--- src/rtl/phase_ring_pkg.sv ---
package phase_ring_pkg;
  localparam int unsigned RING_STAGES_DEFAULT = 8;
  localparam int unsigned RING_STAGES_MIN     = 2;
endpackage

--- src/rtl/ring_inject.sv ---
module ring_inject #(
  parameter int unsigned STAGES = phase_ring_pkg::RING_STAGES_DEFAULT,
  localparam int unsigned WATCH = STAGES - 1
) (
  input  logic [WATCH-1:0] watch_i,
  output logic             inject_o
);
  logic [WATCH:0] any_chain;

  assign any_chain[0] = 1'b0;
  for (genvar i = 0; i < WATCH; i++) begin : g_or
    assign any_chain[i+1] = any_chain[i] | watch_i[i];
  end

  assign inject_o = ~any_chain[WATCH];
endmodule

--- src/rtl/ring_stage_reg.sv ---
module ring_stage_reg #(
  parameter int unsigned STAGES = phase_ring_pkg::RING_STAGES_DEFAULT
) (
  input  logic              clk,
  input  logic              rst_n,
  input  logic              en,
  input  logic              inject_i,
  output logic [STAGES-1:0] stage_o
);
  logic [STAGES-1:0] stage_q;
  logic [STAGES-1:0] stage_d;

  always_comb begin
    stage_d = stage_q;
    if (en) begin
      stage_d[0] = inject_i;
      for (int k = 1; k < STAGES; k++) begin
        stage_d[k] = stage_q[k-1];
      end
    end
  end

  always_ff @(posedge clk or negedge rst_n) begin
    if (!rst_n) begin
      stage_q <= '0;
    end else if (en) begin
      stage_q <= stage_d;
    end
  end

  assign stage_o = stage_q;

  // ring is empty while reset is held
  assert_reset_clear_R1: assert property (@(posedge clk)
    !rst_n |-> (stage_q == '0));

  // every stage past the first copies its predecessor on an enabled edge
  assert_shift_step_R2: assert property (@(posedge clk) disable iff (!rst_n)
    en |=> (stage_q[STAGES-1:1] == $past(stage_q[STAGES-2:0])));

  // a token enters when the watched stages are empty
  assert_inject_empty_R3: assert property (@(posedge clk) disable iff (!rst_n)
    (en && (stage_q[STAGES-2:0] == '0)) |=> stage_q[0]);

  // no token enters while any watched stage is set
  assert_no_inject_busy_R3: assert property (@(posedge clk) disable iff (!rst_n)
    (en && (stage_q[STAGES-2:0] != '0)) |=> !stage_q[0]);

  // an all-zero ring restarts with only the first stage set
  assert_restart_first_R4: assert property (@(posedge clk) disable iff (!rst_n)
    (en && (stage_q == '0)) |=> (stage_q == STAGES'(1)));

  // a single token stays single
  assert_single_kept_R7: assert property (@(posedge clk) disable iff (!rst_n)
    (en && $onehot(stage_q)) |=> $onehot(stage_q));
endmodule

--- src/rtl/phase_ring_seq.sv ---
module phase_ring_seq #(
  parameter int unsigned STAGES = phase_ring_pkg::RING_STAGES_DEFAULT
) (
  input  logic              clk,
  input  logic              rst_n,
  input  logic              en,
  output logic [STAGES-1:0] phase,
  output logic              eoc
);
  localparam int unsigned LAST = STAGES - 1;

  logic              inject;
  logic [STAGES-1:0] stages;

  ring_inject #(.STAGES(STAGES)) u_inject (
    .watch_i  (stages[LAST-1:0]),
    .inject_o (inject)
  );

  ring_stage_reg #(.STAGES(STAGES)) u_regs (
    .clk      (clk),
    .rst_n    (rst_n),
    .en       (en),
    .inject_i (inject),
    .stage_o  (stages)
  );

  assign phase = stages;
  assign eoc   = stages[LAST];

  initial begin
    assert_stage_count_R7: assert (STAGES >= phase_ring_pkg::RING_STAGES_MIN);
  end
endmodule

--- config.mk ---
export PLATFORM = sky130hd
export DESIGN_NAME = phase_ring_seq
export DESIGN_NICKNAME = d
export VERILOG_FILES = /design/src/rtl/phase_ring_pkg.sv /design/src/rtl/ring_inject.sv /design/src/rtl/ring_stage_reg.sv /design/src/rtl/phase_ring_seq.sv
export SDC_FILE = /design/constraint.sdc
export NUM_CORES = 1
export LEC_CHECK = 0
export BUFFER_PORTS_ARGS = -buffer_cell sky130_fd_sc_hd__buf_2
export CAP_MARGIN = 20
export CORE_AREA = 2 2 39 41
export CTS_BUF_LIST = sky130_fd_sc_hd__clkbuf_8
export CTS_CLUSTER_SIZE = 25
export DETAILED_ROUTE_END_ITERATION = 12
export DIE_AREA = 0 0 41 43
export SYNTH_ARGS = -nofsm -noshare
export SYNTH_HDL_FRONTEND = slang
export SYNTH_SLANG_ARGS = --single-unit
export TNS_END_PERCENT = 20
--- constraint.sdc ---
create_clock -name clk -period 1 [get_ports clk]
set_input_delay 0.15 -clock clk [delete_from_list [all_inputs] [get_ports clk]]
set_output_delay 0.15 -clock clk [all_outputs]
set_load 0.03 [all_outputs]
Yosys cells after proc, flatten, opt, wreduce, memory -nomap -nowiden
Index checks and enable logic that the tools add are counted.
W data, S select, Z words.

cells by class
  bitwise operators = 7

operator list
  kind          number
  $or A1 B1 Y1  6
  $not A1 Y1    1

word-level totals
  register bits after elaboration = 8
  bits of input ports = 3
  output and inout port bits = 9
  logic and storage cells = 8

Longest topological paths before layout
  depth after elaboration = 7
  depth in mapped cells = 3
  gate-level depth less buffers = 2

Modules after synthesis
From an unflattened synthesis, not the netlist that was laid out.

second synthesis, totals
  cell total of the unflattened synthesis = 20
  area, all modules = 359.1 µm²

modules (own cells, without submodules)
  module          times used  cells each  area each (µm²)  sequential area each (µm²)
  ring_stage_reg  1           17          331.6            200.2
  ring_inject     1           2           20.0             0.0
  phase_ring_seq  1           1           7.5              0.0

Worst setup path after synthesis
No wires, ideal clock.

  path kind = register to register
  from = reg u_regs.stage_q[3], in the netlist u_regs.stage_o[3]
  to = reg u_regs.stage_q[0], in the netlist u_regs.stage_o[0]
  setup time = 0.066 ns
  arrival = 0.940 ns
  required time = 0.934 ns
  path slack = -0.006 ns
  cell stages (with the launch flop) = 3
  path buffers = 0
  period minus slack after synthesis = 1.006 ns
  path through = dfrtp_1 > nor4_2 > a31o_1

on the way
  longest elaborated chain between the ends = 5

ends and longest elaborated chain
  item                        line                  RTL
  start: declaration          ring_stage_reg.sv:10  logic [STAGES-1:0] stage_q;
  start signal: assignment    ring_stage_reg.sv:27  stage_q <= stage_d;
  $or A1 B1 Y1 (4 in series)  ring_inject.sv:12     assign any_chain[i+1] = any_chain[i] | watch_i[i];
  $not A1 Y1                  ring_inject.sv:15     assign inject_o = ~any_chain[WATCH];

Every way passes these cells.
A chain may end at the register's enable or synchronous reset.

Worst setup path in the final report
  from = reg u_regs.stage_q[0], in the netlist u_regs.stage_o[0]
  to = out phase[0]

RTL lines
  item              line                 RTL
  end: declaration  phase_ring_seq.sv:7  output logic [STAGES-1:0] phase,

No word-level cell between the ends.

==> impl_metrics.ini <==
[outcome]
status = complete, no violations

[die]
top_level_ports = 12
die_y_um = 43
die_w_um = 41
die_area_um2 = 1760
coreArea_um2 = 1380
num_rows = 14
start_util_pct = 25.8

[cells_and_area]
area_growth_pct = 43.2
n_antenna_cell = 0
final_net_count = 40
drive_gt1_share_pct = 69.4
largest_reg_flops = 8
n_fill_cell = 134
post-route-util_pct = 36.9
stdcell_count = 52

[placement]
hpwl_um = 486
gp_congestion = 0.621
placedCellCount = 46
post-place-ws_ns = 0.0713
portBuffers = 11

[routing]
viasPerCell = 4.33
finalWirelength_um = 727
postRouteAntennaNets = 0
met1_length_um = 309
top_layer = met3
dr.pass1.iters = 2
vias = 225
drt_drc_violations_left = 0
routed-wl-met2_um = 330
drt-initial-drc-count = 5
wl_met3_um = 87
avgRoutedWirePerCell_um = 14.0

[power_and_ir_drop]
clockPowerShare_pct = 20.1
internal_power_mw = 1.22
p_seq_share_pct = 32.4
switching_power_uw = 797
swShare_pct = 39.5
comb_power_share_pct = 47.5
power_leakage_nw = 0.261
power_density_nw_per_um2 = 3960
ir_worst_vdd_mv = 1.29

[logic_synthesis]
syn_nets = 24
avgSynthCellArea_um2 = 17.0
syn_inst = 21
synth_cell_type_count = 8
synth_area_um2 = 357
synth-warning-count = 0
ys_ff_latch = 8
yosysSeqAreaShare_pct = 56.1

[global_routing]
grt_max_degree = 10
grt_overflow = 0
grt.total_usage_pct = 10.1
grt_pass1_wl_um = 1090
antenna_found_initial = 0
grt_pass1_vias = 226

[worst_setup_path]
arrival_ns = 0.82
worst-r2r-setup-slack_ns = 0.06
cp.required_ns = 0.85
crit_fanout = 4
rr_startpoint = u_regs.stage_o[3]
r2r-end = u_regs.stage_o[0]
cp_top_family = flip-flops
critPathLaunchType = flip-flop
cp-startpoint = u_regs.stage_o[0]
crit_type = flip-flop to output pin
crit_chain = buf_4
cp_slowest_stage_delay_ns = 0.41
critPathCaptureType = output pin
crit_path_top_delay_cell = dfrtp_1
r2r_cells = 2
critPathBufInv = 1

[timing]
hold_violations = 0
setup_viol = 0
slew_headroom_pct = 82.6
slew_viol_final = 0
setup_ws_ns = 0.0289
fin_crit_sh_pct = 97.1
rsz0062_at_grt = yes
worst_pin_slew_ns = 0.261
finalClockSkew_ns = 0.00117
post-route-min-period_ns = 0.971
clock.fmax_ghz = 1.03
hold_ws_ns = 0.288

[clocking]
clock_latency_ns = 0.23
numCtsBuffers = 3
cts.path.max_buffers = 2
clkTransAtPathRegs_ns = 0.04
cts.htree.levels = 1
clockRootBuffer = clkbuf_8
cts_num_sinks = 8
cts_tree = yes

[hold_path]
hold_class = primary input to asynchronous set/reset pin

[job]
drv_cap = 0
-- what timing repair did --
| action | in CTS | in global routing |
|---|---|---|
| setup buffers | 0 | 1 |
| endpoints found under the setup margin | 3 | 7 |
| resized for setup | 3 | 13 |
| pin swaps | 0 | 0 |
| hold buffers | 1 | 0 |
| endpoints found under the hold margin | 8 | 0 |
-- stage by stage --
| step | power, mW | instance area [um^2] | TNS [ns] |
|---|---|---|---|
| global placement | 1.42 | 414 | 0 |
| floorplan | 1.24 | 358 | 0 |
| finish | 2.02 | 510 | 0 |
| global route | 2.15 | 510 | -0.00153 |
| CTS | 1.90 | 477 | 0 |
| detailed placement | 1.45 | 414 | 0 |
-- Yosys cell counts --
master   instances  area share, %
buf_6            1            3.2
mux2_4           7             29
a31o_1           1            2.5
nor4_2           1            3.5
nor3_1           1            1.4
nor2b_1          1            1.8
buf_4            1            2.1
dfrtp_1          8             56
-- layer usage --
layer  global-route usage (%)  vias to the layer above
li1                         -                      102
met2                     12.5                       15
met1                     13.7                      108
met4                     2.00                        0
met3                     7.85                        0
met5                        0                        -
-- logic make-up (layout without fill, tap and decap cells) --
family | after synthesis | count (layout) | synth area share (%)
compound gates | 1 | 1 | 2.46
flops | 8 | 8 | 56.1
simple gates | 3 | 3 | 6.67
buf+inv | 2 | 17 | 5.26
mux | 7 | 7 | 29.5
-- how the worst max path moves through the flow --
stage | end | depth (start not counted)
6_report | phase[0] | 1
5_1_grt | phase[1] | 1
4_1_cts | phase[0] | 1
3_5_place_dp | u_regs.stage_o[0] | 2
3_3_place_gp | u_regs.stage_o[0] | 2
2_1_floorplan | u_regs.stage_o[0] | 2
-- layout make-up --
cell class | instances | area, um^2 | area share (%)
Sequential cell | 8 | 203 | 39.7
Timing Repair Buffer | 13 | 105 | 20.6
Clock buffer | 3 | 41.3 | 8.09
Multi-Input combinational cell | 11 | 138 | 27.0
Tap cell | 16 | 20.0 | 3.92
Clock inverter | 1 | 3.75 | 0.735
-- placed cells by master (no fill, tap or decap) --
cell,n
clkbuf_8,3
nor3_1,1
buf_2,4
dfrtp_1,6
nor2b_1,1
dlygate4sd3_1,1
inv_1,1
dfrtp_2,2
buf_4,4
nor4_2,1
a31o_1,1
buf_6,4
mux2_4,7
-- power by group through the flow --
stage               Combinational, mW  Sequential [mW]  Clock (mW)
floorplan                       0.341            0.899           0
global placement                0.807            0.614           0
detailed placement              0.814            0.637           0
CTS                             0.848            0.638       0.416
global route                     1.02            0.687       0.436
finish                          0.959            0.655       0.406
No activity file was read; power rests on OpenSTA's default activity.
